[config.mk]
export PLATFORM = sky130hd
export DESIGN_NAME = serial_audio_rx
export DESIGN_NICKNAME = d
export VERILOG_FILES = /design/src/rtl/sar_pkg.sv /design/src/rtl/sar_wclk_edge.sv /design/src/rtl/sar_shifter.sv /design/src/rtl/sar_word_select.sv /design/src/rtl/serial_audio_rx.sv
export SDC_FILE = /design/constraint.sdc
export NUM_CORES = 1
export LEC_CHECK = 0
export ABC_AREA = 0
export BUFFER_PORTS_ARGS = -buffer_cell sky130_fd_sc_hd__buf_2
export CORE_MARGIN = 2
export CORE_UTILIZATION = 45
export DETAILED_ROUTE_END_ITERATION = 6
export GPL_TIMING_DRIVEN = 0
export PLACE_DENSITY = 0.63
export SYNTH_ARGS = -nofsm -noshare
export SYNTH_HDL_FRONTEND = slang
export SYNTH_SLANG_ARGS = --single-unit
[constraint.sdc]
create_clock -name clk_i -period 1.9 [get_ports clk_i]
set_input_delay 0.57 -clock clk_i [delete_from_list [all_inputs] [get_ports clk_i]]
set_output_delay 0.57 -clock clk_i [all_outputs]
set_load 0.01 [all_outputs]
[src/rtl/sar_pkg.sv]
package sar_pkg;
  localparam int unsigned WORD_W = 24;

  typedef enum logic [2:0] {
    FMT_R16 = 3'd0,
    FMT_R20 = 3'd1,
    FMT_L24 = 3'd2,
    FMT_I2S = 3'd3,
    FMT_R24 = 3'd4
  } sar_fmt_e;

  typedef struct packed {
    logic       right_just;
    logic       i2s;
    logic [4:0] bits;
  } sar_cfg_t;

  // unlisted codes fall back to left-justified 24-bit
  function automatic sar_cfg_t sar_decode(input logic [2:0] code);
    sar_cfg_t c;
    c.right_just = 1'b0;
    c.i2s        = 1'b0;
    c.bits       = 5'd24;
    case (code)
      FMT_R16: begin c.right_just = 1'b1; c.bits = 5'd16; end
      FMT_R20: begin c.right_just = 1'b1; c.bits = 5'd20; end
      FMT_R24: c.right_just = 1'b1;
      FMT_I2S: c.i2s = 1'b1;
      default: ;
    endcase
    return c;
  endfunction
endpackage

[src/rtl/sar_wclk_edge.sv]
module sar_wclk_edge (
  input  logic clk_i,
  input  logic rst_ni,
  input  logic lrck_i,
  input  logic i2s_i,
  output logic edge_o,
  output logic ended_left_o
);
  logic       lr_q, lr_qq;
  logic [1:0] warm_q;
  logic       wc_now, wc_prev;

  always_ff @(posedge clk_i or negedge rst_ni) begin
    if (!rst_ni) begin
      lr_q   <= 1'b0;
      lr_qq  <= 1'b0;
      warm_q <= 2'd0;
    end else begin
      lr_q  <= lrck_i;
      lr_qq <= lr_q;
      if (warm_q != 2'd2) warm_q <= warm_q + 2'd1;
    end
  end

  // I2S: word clock delayed one bit and inverted, so left is high in both cases
  always_comb begin
    wc_now  = i2s_i ? ~lr_q  : lrck_i;
    wc_prev = i2s_i ? ~lr_qq : lr_q;
  end

  assign edge_o       = (warm_q == 2'd2) && (wc_now != wc_prev);
  assign ended_left_o = wc_prev;
endmodule

[src/rtl/sar_shifter.sv]
module sar_shifter #(
  parameter int unsigned SAMPLE_W = 24,
  localparam int unsigned CNT_W = $clog2(SAMPLE_W + 1)
) (
  input  logic                clk_i,
  input  logic                rst_ni,
  input  logic                sdata_i,
  input  logic                edge_i,
  output logic [SAMPLE_W-1:0] tail_o,
  output logic [SAMPLE_W-1:0] head_o
);
  logic [SAMPLE_W-1:0] tail_q, head_q;
  logic [CNT_W-1:0]    fill_q;

  always_ff @(posedge clk_i or negedge rst_ni) begin
    if (!rst_ni) begin
      tail_q <= '0;
      head_q <= '0;
      fill_q <= '0;
    end else begin
      tail_q <= {tail_q[SAMPLE_W-2:0], sdata_i};
      if (edge_i) begin
        head_q <= {{(SAMPLE_W-1){1'b0}}, sdata_i};
        fill_q <= CNT_W'(1);
      end else if (fill_q < CNT_W'(SAMPLE_W)) begin
        head_q <= {head_q[SAMPLE_W-2:0], sdata_i};
        fill_q <= fill_q + CNT_W'(1);
      end
    end
  end

  assign tail_o = tail_q;
  assign head_o = head_q;
endmodule

[src/rtl/sar_word_select.sv]
module sar_word_select #(
  parameter int unsigned SAMPLE_W = 24,
  localparam int unsigned CNT_W = $clog2(SAMPLE_W + 1)
) (
  input  sar_pkg::sar_cfg_t   cfg_i,
  input  logic [SAMPLE_W-1:0] tail_i,
  input  logic [SAMPLE_W-1:0] head_i,
  output logic [SAMPLE_W-1:0] word_o
);
  logic [CNT_W-1:0]    amt;
  logic [SAMPLE_W-1:0] up;

  always_comb begin
    amt = CNT_W'(SAMPLE_W) - CNT_W'(cfg_i.bits);
    up  = tail_i << amt;
    if (cfg_i.right_just) word_o = SAMPLE_W'($signed(up) >>> amt);
    else                  word_o = head_i;
  end
endmodule

[src/rtl/serial_audio_rx.sv]
module serial_audio_rx #(
  parameter int unsigned SAMPLE_W = sar_pkg::WORD_W
) (
  input  logic                clk_i,
  input  logic                rst_ni,
  input  logic                lrck_i,
  input  logic                sdata_i,
  input  logic [2:0]          fmt_i,
  output logic [SAMPLE_W-1:0] left_o,
  output logic [SAMPLE_W-1:0] right_o,
  output logic                valid_o
);
  sar_pkg::sar_cfg_t   cfg;
  logic                wclk_edge, ended_left;
  logic [SAMPLE_W-1:0] tail, head, word;
  logic [SAMPLE_W-1:0] left_stage_q;
  logic                armed_q, got_left_q;

  assign cfg = sar_pkg::sar_decode(fmt_i);

  sar_wclk_edge u_edge (
    .clk_i       (clk_i),
    .rst_ni      (rst_ni),
    .lrck_i      (lrck_i),
    .i2s_i       (cfg.i2s),
    .edge_o      (wclk_edge),
    .ended_left_o(ended_left)
  );

  sar_shifter #(.SAMPLE_W(SAMPLE_W)) u_shift (
    .clk_i  (clk_i),
    .rst_ni (rst_ni),
    .sdata_i(sdata_i),
    .edge_i (wclk_edge),
    .tail_o (tail),
    .head_o (head)
  );

  sar_word_select #(.SAMPLE_W(SAMPLE_W)) u_sel (
    .cfg_i (cfg),
    .tail_i(tail),
    .head_i(head),
    .word_o(word)
  );

  always_ff @(posedge clk_i or negedge rst_ni) begin
    if (!rst_ni) begin
      armed_q      <= 1'b0;
      got_left_q   <= 1'b0;
      left_stage_q <= '0;
      left_o       <= '0;
      right_o      <= '0;
      valid_o      <= 1'b0;
    end else begin
      valid_o <= 1'b0;
      if (wclk_edge) begin
        if (!armed_q) begin
          armed_q    <= 1'b1;   // first channel is partial
          got_left_q <= 1'b0;
        end else if (ended_left) begin
          left_stage_q <= word;
          got_left_q   <= 1'b1;
        end else begin
          got_left_q <= 1'b0;
          if (got_left_q) begin
            left_o  <= left_stage_q;
            right_o <= word;
            valid_o <= 1'b1;
          end
        end
      end
    end
  end
endmodule

==> impl_metrics.prom, run 1 <==
# TYPE chip_impl_metric gauge
chip_impl_metric{name="grt-ovfl-total",unit=""} 0
chip_impl_metric{name="grtUsageTotal",unit="%"} 21.84
chip_impl_metric{name="layout.filler_cells",unit=""} 975
chip_impl_info{name="holdCritPathClass",value="input pin to async pin"} 1
chip_impl_metric{name="fp.coreArea",unit="sq um"} 12060
chip_impl_metric{name="clk_transition_reported_paths",unit="ps"} 60
chip_impl_metric{name="max_slew_margin",unit="%"} 56.34
chip_impl_info{name="synthDominantAreaCellType",value="sky130_fd_sc_hd__dfrtp_1"} 1
chip_impl_metric{name="power_per_unit_of_standard_cell_area",unit="nW/um^2"} 1169
chip_impl_metric{name="synth_seq_cells",unit=""} 132
chip_impl_metric{name="numCtsBuffers",unit=""} 17
chip_impl_info{name="cp-startpoint",value="fmt_i[1]"} 1
chip_impl_metric{name="maximum_fanout_count_along_the_critical_path",unit=""} 8
chip_impl_metric{name="post-route-min-period",unit="ps"} 1980
chip_impl_info{name="cts_root_buffer_type",value="sky130_fd_sc_hd__clkbuf_16"} 1
chip_impl_metric{name="placement.io_buffers",unit=""} 53
chip_impl_metric{name="regArea",unit="sq um"} 3303
chip_impl_metric{name="clkLatencyLatePin",unit="ps"} 410
chip_impl_info{name="critPathTopFamily",value="compound AO/OA/AOI/OAI gates"} 1
chip_impl_metric{name="synth-edff-count",unit=""} 0
chip_impl_metric{name="drt_wl_total",unit="mm"} 13.53
chip_impl_metric{name="worst_ep_required_time",unit="ps"} 2190
chip_impl_metric{name="totalPowerFinal",unit="mW"} 8.576
chip_impl_metric{name="area_taken_by_multi_input_logic_gates",unit="sq um"} 2445
chip_impl_metric{name="max-vdd-ir-drop",unit="uV"} 600.0
chip_impl_metric{name="mappedNetlistNets",unit=""} 516
chip_impl_metric{name="syn_area_per_cell",unit="sq um"} 11.02
chip_impl_metric{name="insertedDiodeCount",unit=""} 0
chip_impl_metric{name="final_clock_skew",unit="ps"} 7.098
chip_impl_metric{name="largest_net_degree_at_the_start_of_global_routing",unit=""} 73
chip_impl_info{name="rsz_0062_raised_after_global_routing",value="yes"} 1
chip_impl_metric{name="synth_top_area_share",unit="%"} 59.23
chip_impl_metric{name="setup_total_negative_slack",unit="ps"} -540.6
chip_impl_metric{name="final-setup-viol-count",unit=""} 19
chip_impl_metric{name="net_count_of_the_finished_layout",unit=""} 609
chip_impl_metric{name="die_area",unit="sq um"} 13300
chip_impl_metric{name="postSynth.asyncResetShare",unit="%"} 100.0
chip_impl_metric{name="worst-slew-pin-transition",unit="ps"} 654.9
chip_impl_metric{name="post_route_cells_drive_above_1_share",unit="%"} 36.76
chip_impl_info{name="crit_path_cell_trace",value="buf_12 -> nor3b_4 -> ha_4 -> clkbuf_16 -> nand3_4 -> mux2i_4 -> o32a_1 -> mux2_4"} 1
chip_impl_info{name="final_common_cell",value="sky130_fd_sc_hd__dfrtp_1"} 1
chip_impl_metric{name="critical_path_buf_inv_count",unit=""} 2
chip_impl_metric{name="cts.sink_count",unit=""} 132
chip_impl_metric{name="ios",unit=""} 56
chip_impl_metric{name="ys_types",unit=""} 52
chip_impl_metric{name="timing.hold.ws",unit="ps"} 117.3
chip_impl_info{name="synthFlopType",value="sky130_fd_sc_hd__dfrtp_1"} 1
chip_impl_metric{name="areaGrowthSynthToFinish",unit="%"} 31.50
chip_impl_metric{name="dr_total_vias",unit=""} 4252
chip_impl_metric{name="hold_viol",unit=""} 0
chip_impl_info{name="failed_checks",value="setup timing"} 1
chip_impl_metric{name="post_synth_instance_area",unit="sq um"} 5577
chip_impl_metric{name="yosysWarnings",unit=""} 0
chip_impl_metric{name="post-route-period-util",unit="%"} 104.2
chip_impl_metric{name="cts.path.max_buffers",unit=""} 2
chip_impl_info{name="outcome",value="complete, but fails checks"} 1
chip_impl_metric{name="num_rows",unit=""} 40
chip_impl_metric{name="floorplan.initialDensity",unit="%"} 46.23
chip_impl_info{name="crit_path_start_kind",value="input pin"} 1
chip_impl_metric{name="synth.yosys.seq_area_share",unit="%"} 59.23
chip_impl_metric{name="drv.max_cap_violation_count",unit=""} 0
chip_impl_metric{name="synthesis.instances",unit=""} 506
chip_impl_metric{name="drt_iter0_drc",unit=""} 332
chip_impl_metric{name="vias_in_the_first_global_route",unit=""} 4160
chip_impl_metric{name="minimum_setup_slack_in_the_final_design",unit="ps"} -79.86
chip_impl_metric{name="clock.fmax",unit="GHz"} 0.5051
chip_impl_metric{name="detail-route-antenna-nets",unit=""} 0
chip_impl_metric{name="die_w",unit="um"} 115.3
chip_impl_info{name="path_class",value="input pin to flop"} 1
chip_impl_metric{name="htree_levels",unit=""} 4
chip_impl_metric{name="detail_route.wl_per_cell",unit="um"} 17.34
chip_impl_info{name="critical_path.reg2reg.startpoint",value="u_edge.warm_q[0]"} 1
chip_impl_metric{name="detailed_place_hpwl",unit="mm"} 9.223
chip_impl_metric{name="final-max-slew-violation-count",unit=""} 0
chip_impl_metric{name="routabilityCongestion",unit=""} 0.9062
chip_impl_metric{name="worst_ep_arrival_time",unit="ps"} 2270
chip_impl_metric{name="die_y",unit="um"} 115.3
chip_impl_metric{name="detail_route.drc_violations",unit=""} 0
chip_impl_metric{name="critical-path-max-stage-delay",unit="ps"} 440
chip_impl_info{name="most-common-layout-cells",value="132 x sky130_fd_sc_hd__dfrtp_1, 71 x sky130_fd_sc_hd__nand2_1, 63 x sky130_fd_sc_hd__buf_2"} 1
chip_impl_metric{name="routed_via_density",unit=""} 5.451
chip_impl_metric{name="static-leakage-power",unit="nW"} 3.275
chip_impl_info{name="cts_tree",value="built"} 1
chip_impl_info{name="worst_setup_path_end_kind",value="flop"} 1
chip_impl_info{name="synth_area_leaders",value="sky130_fd_sc_hd__dfrtp_1 59%, sky130_fd_sc_hd__mux2_2 9.1%, sky130_fd_sc_hd__nand2_1 4.9%"} 1
chip_impl_info{name="crit_path_top_delay_cell",value="sky130_fd_sc_hd__o32a_1"} 1
chip_impl_metric{name="antenna_violations_before_repair",unit=""} 0
chip_impl_metric{name="grt_first_pass_wirelength",unit="mm"} 22.23
chip_impl_metric{name="drt_pass1_iterations",unit=""} 5
## flip-flops by register name (all words and copies together), names as in the netlist
name            cells
u_edge.lr_qq        1
left_stage_q       24
right_o            24
u_edge.lr_q         1
u_edge.warm_q       2
armed_q             1
u_shift.tail_o     24
left_o             24
got_left_q          1
u_shift.head_o     24
u_shift.fill_q      5
valid_o             1
## synth_stat cells, types with 7 or more instances
master                     count
sky130_fd_sc_hd__buf_2        15
sky130_fd_sc_hd__a211oi_1      7
sky130_fd_sc_hd__nand3_1       8
sky130_fd_sc_hd__o21ai_0      18
sky130_fd_sc_hd__dfrtp_1     132
sky130_fd_sc_hd__a31oi_1      11
sky130_fd_sc_hd__nand2_1      73
sky130_fd_sc_hd__clkbuf_1     13
sky130_fd_sc_hd__mux2i_1       9
sky130_fd_sc_hd__nor2_1       39
sky130_fd_sc_hd__a21oi_1      52
sky130_fd_sc_hd__mux2_2       45
## repair_timing
item	CTS	global route
setup buffers	13	9
hold buffers	0	0
cloned	1	0
gates resized for setup	35	29
endpoints found under the setup margin	102	78
pin swaps	13	22
## cell families (layout without fill, tap and decap cells)
group           count (synthesis)  count (layout)  share of synthesized area [%]
simple gates                  152             152                          12.21
flops                         132             132                          59.23
compound gates                122             122                          13.42
mux                            54              54                          10.70
buf+inv                        40             146                          3.298
fa+ha+maj                       3               3                         0.6732
xor+xnor                        3               3                         0.4713
## power by group
group	switching (mW)	internal (mW)
Clock	1.20	2.07
Combinational	0.837	0.852
Sequential	0.298	3.32
Total	2.33	6.24
## per-stage QoR
stage	setup WS, ps	instance area [sq um]	util, %	instances
floorplan	-436.7	5812	-	506
global placement	-1445	6287	52.13	727
detailed placement	-779.8	6321	52.41	728
CTS	-55.91	7167	59.42	773
global route	-157.2	7333	60.80	780
finish	-79.86	7333	60.80	780
## layer usage
metal	global-route usage, %	vias up	wire length [um]
met5	0	-	0
met4	7.550	0	211
met3	5.113	20	623
met2	34.46	136	6530
met1	29.80	2123	6161
li1	-	1973	-
## cell type report
| type | instances | share of cell area [%] |
|---|---|---|
| tap | 168 | 2.866 |
| multi-input combinational | 334 | 33.34 |
| inverter | 7 | 0.4948 |
| clock inverter | 11 | 1.689 |
| sequential | 132 | 45.04 |
| timing repair buffer | 75 | 6.705 |
| buffer | 32 | 3.310 |
| clock buffer | 21 | 6.552 |
## final timing paths
| check | endpoint | slack, ps | cells past startpoint |
|---|---|---|---|
| setup / recovery | left_stage_q[22] | -80 | 8 |
| hold / removal | left_o[2] | 120 | 1 |
| setup reg to reg | left_stage_q[21] | 40 | 6 |
| hold reg to reg | u_shift.tail_o[23] | 370 | 0 |
| max in group asynchronous | u_shift.tail_o[16] | 1050 | 2 |
| min in group clk_i | u_shift.tail_o[0] | 290 | 1 |
## worst reg2reg max path, stage by stage (launching register included)
cell and delay, ps:
sky130_fd_sc_hd__dfrtp_1 380, sky130_fd_sc_hd__inv_1 100, sky130_fd_sc_hd__ha_4 190, sky130_fd_sc_hd__and4_1 270, sky130_fd_sc_hd__buf_2 230, sky130_fd_sc_hd__buf_4 230
sky130_fd_sc_hd__mux2_2 350
Note: power is estimated with default switching activity, not from simulation.
==> inputs of run 2 (changes only) <==
PLACE_DENSITY = 0.64   (was 0.63)
==> run 2 against run 1 <==
Net effect: the flow still finishes with violations (setup timing); clock-buffer cell count increased by 2; final area down 0.67%; critical endpoint unchanged; sequential share of layout area rose by 0.30 points; hold slack worse by 81 ps; sequential power about the same; register-to-register slack got worse by 60 ps; combinational power about the same; die area did not move; global-route usage increased by 0.53 points; total power down 2.2%; largest power group unchanged.
==> impl_metrics.prom, run 2 (synthesized netlist as in run 1, its figures left out) <==
# TYPE chip_impl_metric gauge
chip_impl_metric{name="worst-slew-pin-transition",unit="ps"} 590.6
chip_impl_metric{name="detail_route.wl_per_cell",unit="um"} 18.13
chip_impl_metric{name="final_clock_skew",unit="ps"} 9.459
chip_impl_metric{name="die_y",unit="um"} 115.3
chip_impl_metric{name="drv.max_cap_violation_count",unit=""} 0
chip_impl_metric{name="clk_transition_reported_paths",unit="ps"} 50
chip_impl_metric{name="final-max-slew-violation-count",unit=""} 0
chip_impl_metric{name="post_route_cells_drive_above_1_share",unit="%"} 36.59
chip_impl_metric{name="die_w",unit="um"} 115.3
chip_impl_metric{name="finalCoreUtilization",unit="%"} 60.39
chip_impl_metric{name="grt_first_pass_wirelength",unit="mm"} 22.58
chip_impl_metric{name="hold_viol",unit=""} 0
chip_impl_metric{name="htree_levels",unit=""} 4
chip_impl_metric{name="grt-ovfl-total",unit=""} 0
chip_impl_metric{name="drt_iter0_drc",unit=""} 404
chip_impl_metric{name="final_cell_count_no_fill",unit=""} 772
chip_impl_metric{name="power_per_unit_of_standard_cell_area",unit="nW/um^2"} 1151
chip_impl_metric{name="clkLatencyLatePin",unit="ps"} 420
chip_impl_info{name="most-common-layout-cells",value="132 x sky130_fd_sc_hd__dfrtp_1, 72 x sky130_fd_sc_hd__nand2_1, 62 x sky130_fd_sc_hd__buf_2"} 1
chip_impl_metric{name="max-vdd-ir-drop",unit="uV"} 562.9
chip_impl_metric{name="die_area",unit="sq um"} 13300
chip_impl_metric{name="cts.path.max_buffers",unit=""} 2
chip_impl_metric{name="cts.sink_count",unit=""} 132
chip_impl_metric{name="detail_route.drc_violations",unit=""} 0
chip_impl_metric{name="worst_ep_arrival_time",unit="ps"} 2280
chip_impl_info{name="r2r-end",value="left_stage_q[22]"} 1
chip_impl_info{name="critical_path.reg2reg.startpoint",value="u_shift.tail_o[19]"} 1
chip_impl_info{name="path_class",value="input pin to flop"} 1
chip_impl_metric{name="drt_pass1_iterations",unit=""} 5
chip_impl_metric{name="worst_ep_required_time",unit="ps"} 2200
chip_impl_metric{name="dr_total_vias",unit=""} 4197
chip_impl_metric{name="place_area",unit="sq um"} 6321
chip_impl_metric{name="largest_net_degree_at_the_start_of_global_routing",unit=""} 100
chip_impl_metric{name="floorplan.initialDensity",unit="%"} 46.23
chip_impl_info{name="holdCritPathClass",value="input pin to async pin"} 1
chip_impl_metric{name="clock.fmax",unit="GHz"} 0.5027
chip_impl_metric{name="fp.coreArea",unit="sq um"} 12060
chip_impl_info{name="failed_checks",value="setup timing"} 1
chip_impl_metric{name="final-setup-viol-count",unit=""} 6
chip_impl_metric{name="detailed_place_hpwl",unit="mm"} 9.347
chip_impl_metric{name="post-route-period-util",unit="%"} 104.7
chip_impl_metric{name="detail-route-antenna-nets",unit=""} 0
chip_impl_metric{name="static-leakage-power",unit="nW"} 3.223
chip_impl_info{name="cp-startpoint",value="fmt_i[1]"} 1
chip_impl_info{name="final_common_cell",value="sky130_fd_sc_hd__dfrtp_1"} 1
chip_impl_info{name="cts_tree",value="built"} 1
chip_impl_metric{name="placement.io_buffers",unit=""} 53
chip_impl_metric{name="insertedDiodeCount",unit=""} 0
chip_impl_metric{name="routed_via_density",unit=""} 5.437
chip_impl_info{name="rsz_0062_raised_after_global_routing",value="yes"} 1
chip_impl_metric{name="numCtsBuffers",unit=""} 17
chip_impl_metric{name="drt_wl_total",unit="mm"} 14.00
chip_impl_metric{name="maximum_fanout_count_along_the_critical_path",unit=""} 8
chip_impl_metric{name="ios",unit=""} 56
chip_impl_metric{name="timing.hold.ws",unit="ps"} 36.77
chip_impl_info{name="worst_setup_path_end_kind",value="flop"} 1
chip_impl_metric{name="post-route-min-period",unit="ps"} 1989
chip_impl_metric{name="r2r.worst_path.cells",unit=""} 4
chip_impl_metric{name="net_count_of_the_finished_layout",unit=""} 606
chip_impl_metric{name="grtUsageTotal",unit="%"} 22.37
chip_impl_info{name="cts_root_buffer_type",value="sky130_fd_sc_hd__clkbuf_16"} 1
chip_impl_metric{name="placed_cells_incl_taps",unit=""} 728
chip_impl_metric{name="antenna_violations_before_repair",unit=""} 0
chip_impl_metric{name="areaGrowthSynthToFinish",unit="%"} 30.63
chip_impl_metric{name="minimum_setup_slack_in_the_final_design",unit="ps"} -89.23
chip_impl_metric{name="setup_total_negative_slack",unit="ps"} -226.3
chip_impl_metric{name="vias_in_the_first_global_route",unit=""} 4188
chip_impl_metric{name="num_rows",unit=""} 40
chip_impl_metric{name="max_slew_margin",unit="%"} 60.63
chip_impl_info{name="crit_path_start_kind",value="input pin"} 1
chip_impl_metric{name="routabilityCongestion",unit=""} 0.9221
chip_impl_metric{name="r2r_setup_slack",unit="ps"} -20
chip_impl_info{name="outcome",value="complete, but fails checks"} 1
chip_impl_metric{name="stdcell_area",unit="sq um"} 7284
run 2: cell count changes in the layout (fill, tap and decap cells not counted), sizes merged:
cell      change
clkinv        -3
buf           -2
inv           -2
bufinv        -1
clkinvlp      -1
mux2i         +1
run 2: metal layers:
metal  vias up  global-route usage [%]  part of all wire (%)
met1      2113                   29.30                    46
met3        21                   5.535                   3.3
li1       1961                       -                     -
met2       102                   36.53                    50
met4         0                   7.470                   1.3
met5         -                       0                     0
run 2: worst max path at each step:
stage                             endpoint
after global routing           right_o[22]
after detailed placement   left_stage_q[5]
after CTS                 left_stage_q[22]
after floorplan           left_stage_q[20]
after global placement          left_o[18]
final                     left_stage_q[22]
run 2: per-stage QoR:
stage	total power, mW	setup slack (ps)
detailed placement	5.242	-817.9
CTS	8.407	-66.44
floorplan	4.588	-436.7
global placement	5.182	-1462
finish	8.387	-89.23
global route	8.792	-128.7
run 2: what timing repair did:
action	CTS	global route
buffers inserted	13	4
pin swaps	18	19
gates resized for setup	40	29
hold buffers	0	0
endpoints found under the setup margin	102	86
gates cloned	1	0
run 2: cell type report:
type,count,area (sq um)
Fill cell,967,4777
Sequential cell,132,3303
Multi-Input combinational cell,335,2480
Clock buffer,23,498.0
Timing Repair Buffer,71,452.9
Buffer,32,251.5
Tap cell,168,210.2
Clock inverter,4,50.05
Inverter,7,38.79
run 2: critical path, stage by stage:
cell	delay [ps]
sky130_fd_sc_hd__buf_8	110
sky130_fd_sc_hd__nor3b_4	230
sky130_fd_sc_hd__ha_4	250
sky130_fd_sc_hd__clkbuf_16	170
sky130_fd_sc_hd__nand3_4	100
sky130_fd_sc_hd__mux2i_4	100
sky130_fd_sc_hd__o32a_1	450
sky130_fd_sc_hd__mux2_4	290
run 2: report_power, final:
part	switching, mW	internal [mW]
Combinational	0.849	0.843
Sequential	0.295	3.32
Clock	1.15	1.93
Total	2.29	6.09
==> inputs of run 3 (changes only) <==
CORE_ASPECT_RATIO = 1.75   (was not set)
==> run 3 against run 2 <==
Net effect: the run still ends with setup timing left; critical path depth up 1; sequential cell count stayed put; register-to-register slack better by 50 ps; clock skew fell by 1.7 ps; die area increased by 0.27%; final area is 0.22% lower; clock-buffer cell count decreased by 5; sequential power about the same; combinational power barely moved; critical path type unchanged; critical endpoint is now right_o[8].
==> impl_metrics.prom, run 3 (synthesized netlist as in run 1, its figures left out) <==
# TYPE chip_impl_metric gauge
chip_impl_info{name="outcome",value="complete, but fails checks"} 1
chip_impl_info{name="failed_checks",value="setup timing"} 1
chip_impl_info{name="crit_path_cell_trace",value="buf_12 -> nor2_4 -> clkinv_4 -> ha_4 -> nand3_1 -> mux2i_2 -> mux2i_1 -> o31a_1 -> a21oi_1"} 1
chip_impl_metric{name="cts-hold-fix-buffers",unit=""} 0
chip_impl_info{name="crit_path_start_kind",value="input pin"} 1
chip_impl_metric{name="grt_use_met1",unit="%"} 26.62
chip_impl_info{name="busiest_layer",value="met2"} 1
chip_impl_metric{name="grt_util_met2",unit="%"} 37.61
chip_impl_metric{name="worst_ep_required_time",unit="ps"} 2230
chip_impl_info{name="critical_path.reg2reg.startpoint",value="u_shift.tail_o[19]"} 1
chip_impl_metric{name="routed_via_density",unit=""} 5.454
chip_impl_metric{name="clock_power_share",unit="%"} 37.7
chip_impl_info{name="rsz_0062_raised_after_global_routing",value="yes"} 1
chip_impl_metric{name="post_place_setup_slack",unit="ps"} -827.6
chip_impl_metric{name="r2r.worst_path.cells",unit=""} 4
chip_impl_info{name="final_common_cell",value="sky130_fd_sc_hd__dfrtp_1"} 1
chip_impl_metric{name="cts.path.max_buffers",unit=""} 2
chip_impl_metric{name="final_clock_skew",unit="ps"} 7.731
chip_impl_info{name="cp-startpoint",value="fmt_i[2]"} 1
chip_impl_metric{name="grtUsageTotal",unit="%"} 22.42
chip_impl_metric{name="vias_in_the_first_global_route",unit=""} 4300
chip_impl_metric{name="net_count_of_the_finished_layout",unit=""} 603
chip_impl_metric{name="power_report.internal_total",unit="mW"} 6.109
chip_impl_metric{name="max-vdd-ir-drop",unit="uV"} 655.5
chip_impl_metric{name="placed_cells_incl_taps",unit=""} 725
chip_impl_metric{name="detailed_place_hpwl",unit="mm"} 9.789
chip_impl_metric{name="fp.coreArea",unit="sq um"} 12070
chip_impl_metric{name="post_route_cells_drive_above_1_share",unit="%"} 36.63
chip_impl_metric{name="antenna_violations_before_repair",unit=""} 0
chip_impl_info{name="path_class",value="input pin to flop"} 1
chip_impl_metric{name="area_taken_by_multi_input_logic_gates",unit="sq um"} 2471
chip_impl_metric{name="detail_route.wl_per_cell",unit="um"} 18.13
chip_impl_metric{name="switching_share",unit="%"} 28.47
chip_impl_metric{name="drt_iter0_drc",unit=""} 281
chip_impl_metric{name="drt_wl_total",unit="mm"} 13.98
chip_impl_metric{name="hold_viol",unit=""} 0
chip_impl_metric{name="combPwrFrac",unit="%"} 19.8
chip_impl_info{name="cts_tree",value="built"} 1
chip_impl_metric{name="met3_routing_resource_usage_after_global_routing",unit="%"} 4.142
chip_impl_metric{name="final-max-slew-violation-count",unit=""} 0
chip_impl_metric{name="final-setup-viol-count",unit=""} 11
chip_impl_metric{name="drv.max_cap_violation_count",unit=""} 0
chip_impl_info{name="holdCritPathClass",value="input pin to async pin"} 1
chip_impl_metric{name="maximum_fanout_count_along_the_critical_path",unit=""} 5
chip_impl_metric{name="pwr-share-seq",unit="%"} 42.5
chip_impl_info{name="worst_setup_path_end_kind",value="flop"} 1
chip_impl_metric{name="areaGrowthSynthToFinish",unit="%"} 30.33
chip_impl_metric{name="floorplan.initialDensity",unit="%"} 46.21
chip_impl_metric{name="stdcell_area",unit="sq um"} 7268
chip_impl_metric{name="power_per_unit_of_standard_cell_area",unit="nW/um^2"} 1175
chip_impl_metric{name="minimum_setup_slack_in_the_final_design",unit="ps"} -57.80
chip_impl_info{name="r2r-end",value="right_o[20]"} 1
chip_impl_metric{name="clock.fmax",unit="GHz"} 0.5108
chip_impl_metric{name="final_cell_count_no_fill",unit=""} 771
chip_impl_metric{name="die_y",unit="um"} 151.3
chip_impl_metric{name="regArea",unit="sq um"} 3303
chip_impl_info{name="crit_path_top_delay_cell",value="sky130_fd_sc_hd__mux2i_2"} 1
chip_impl_metric{name="detail-route-antenna-nets",unit=""} 0
chip_impl_info{name="critical_path.endpoint",value="right_o[8]"} 1
chip_impl_metric{name="clk_transition_reported_paths",unit="ps"} 60
chip_impl_metric{name="layout.filler_cells",unit=""} 987
chip_impl_metric{name="drt_pass1_iterations",unit=""} 4
chip_impl_metric{name="grt_first_pass_wirelength",unit="mm"} 22.45
chip_impl_metric{name="clkLatencyLatePin",unit="ps"} 410
chip_impl_metric{name="insertedDiodeCount",unit=""} 0
chip_impl_metric{name="placement.io_buffers",unit=""} 53
chip_impl_metric{name="static-leakage-power",unit="nW"} 3.227
chip_impl_metric{name="critical-path-max-stage-delay",unit="ps"} 430
chip_impl_metric{name="max_slew_margin",unit="%"} 56.82
chip_impl_metric{name="num_rows",unit=""} 53
chip_impl_info{name="most-common-layout-cells",value="132 x sky130_fd_sc_hd__dfrtp_1, 72 x sky130_fd_sc_hd__nand2_1, 61 x sky130_fd_sc_hd__buf_2"} 1
chip_impl_metric{name="dr_total_vias",unit=""} 4205
chip_impl_metric{name="grt-ovfl-total",unit=""} 0
chip_impl_metric{name="die_w",unit="um"} 88.15
chip_impl_metric{name="worst_ep_arrival_time",unit="ps"} 2290
chip_impl_metric{name="ios",unit=""} 56
chip_impl_metric{name="die_area",unit="sq um"} 13330
chip_impl_metric{name="numCtsBuffers",unit=""} 17
chip_impl_metric{name="largest_net_degree_at_the_start_of_global_routing",unit=""} 74
chip_impl_metric{name="worst-slew-pin-transition",unit="ps"} 647.8
chip_impl_metric{name="routabilityCongestion",unit=""} 0.9870
chip_impl_metric{name="cts.sink_count",unit=""} 132
chip_impl_metric{name="detail_route.drc_violations",unit=""} 0
chip_impl_metric{name="post-route-min-period",unit="ps"} 1958
chip_impl_info{name="cts_root_buffer_type",value="sky130_fd_sc_hd__clkbuf_16"} 1
chip_impl_metric{name="r2r_setup_slack",unit="ps"} 30
chip_impl_metric{name="htree_levels",unit=""} 4
chip_impl_metric{name="place_area",unit="sq um"} 6317
chip_impl_metric{name="net_load_switching_power",unit="mW"} 2.431
chip_impl_metric{name="post-route-period-util",unit="%"} 103.0
run 3: cell count changes in the layout (fill, tap and decap cells not counted), moves of 4 or more:
cell and delta:
sky130_fd_sc_hd__mux2_4 +4, sky130_fd_sc_hd__mux2_2 -4, sky130_fd_sc_hd__clkbuf_8 -5, sky130_fd_sc_hd__clkinv_4 +4
run 3: worst max-delay path: cells and delay by family:
| family | cells | cell delay (ps) |
|---|---|---|
| AND/OR/NAND/NOR | 2 | 360 |
| adder cells (fa/ha/maj) | 1 | 290 |
| AO/OA/AOI/OAI | 2 | 330 |
| multiplexers | 2 | 560 |
| buffers and inverters | 2 | 190 |
run 3: worst min-delay path by stage:
stage | startpoint | to | slack [ps] | cells after the start
3_3_place_gp | u_shift.tail_o[22] | u_shift.tail_o[23] | 350 | 0
3_5_place_dp | u_shift.tail_o[22] | u_shift.tail_o[23] | 360 | 0
2_1_floorplan | rst_ni | armed_q | 270 | 0
5_1_grt | rst_ni | u_shift.fill_q[2] | 170 | 1
4_1_cts | rst_ni | right_o[20] | 150 | 1
6_report | rst_ni | u_shift.fill_q[2] | 130 | 1
run 3: area by class of cell:
| type | count | area share (%) |
|---|---|---|
| buffer | 32 | 3.443 |
| tap | 165 | 2.840 |
| sequential | 132 | 45.45 |
| inverter | 7 | 0.4992 |
| timing repair buffer | 68 | 5.750 |
| clock inverter | 14 | 2.117 |
| multi-input combinational | 335 | 34.00 |
| clock buffer | 18 | 5.905 |
run 3: what timing repair did:
action                     CTS  global route
buffers inserted             9             5
cloned                       1             0
gates resized for setup     36            28
setup endpoints to repair  102            80
pin swaps                   15            20
run 3: power groups by stage:
stage / Combinational [mW] / Clock, mW / Sequential [mW]
after floorplan: 0.800 / 0 / 3.79
after global placement: 1.55 / 0 / 3.64
after detailed placement: 1.59 / 0 / 3.67
after CTS: 1.66 / 3.26 / 3.63
after global routing: 1.86 / 3.39 / 3.69
final: 1.69 / 3.22 / 3.63
run 3: per-stage QoR:
stage               hold slack [ps]  power, mW  TNS [ps]  utilization (%)
floorplan                     274.4      4.588    -16740                -
global placement              354.4      5.188   -233850            52.06
detailed placement            357.9      5.263    -49770            52.34
CTS                           153.5      8.545    -102.7            58.92
global route                  172.8      8.937     -1465            60.22
finish                        134.7      8.540    -402.5            60.22
run 3: per-layer routing:
layer / vias up / routed length, um / share of wire (%)
met5: - / 0 / 0
met4: 0 / 618 / 4.4
met3: 39 / 493 / 3.5
met2: 134 / 7226 / 52
met1: 2075 / 5643 / 40
li1: 1957 / - / -
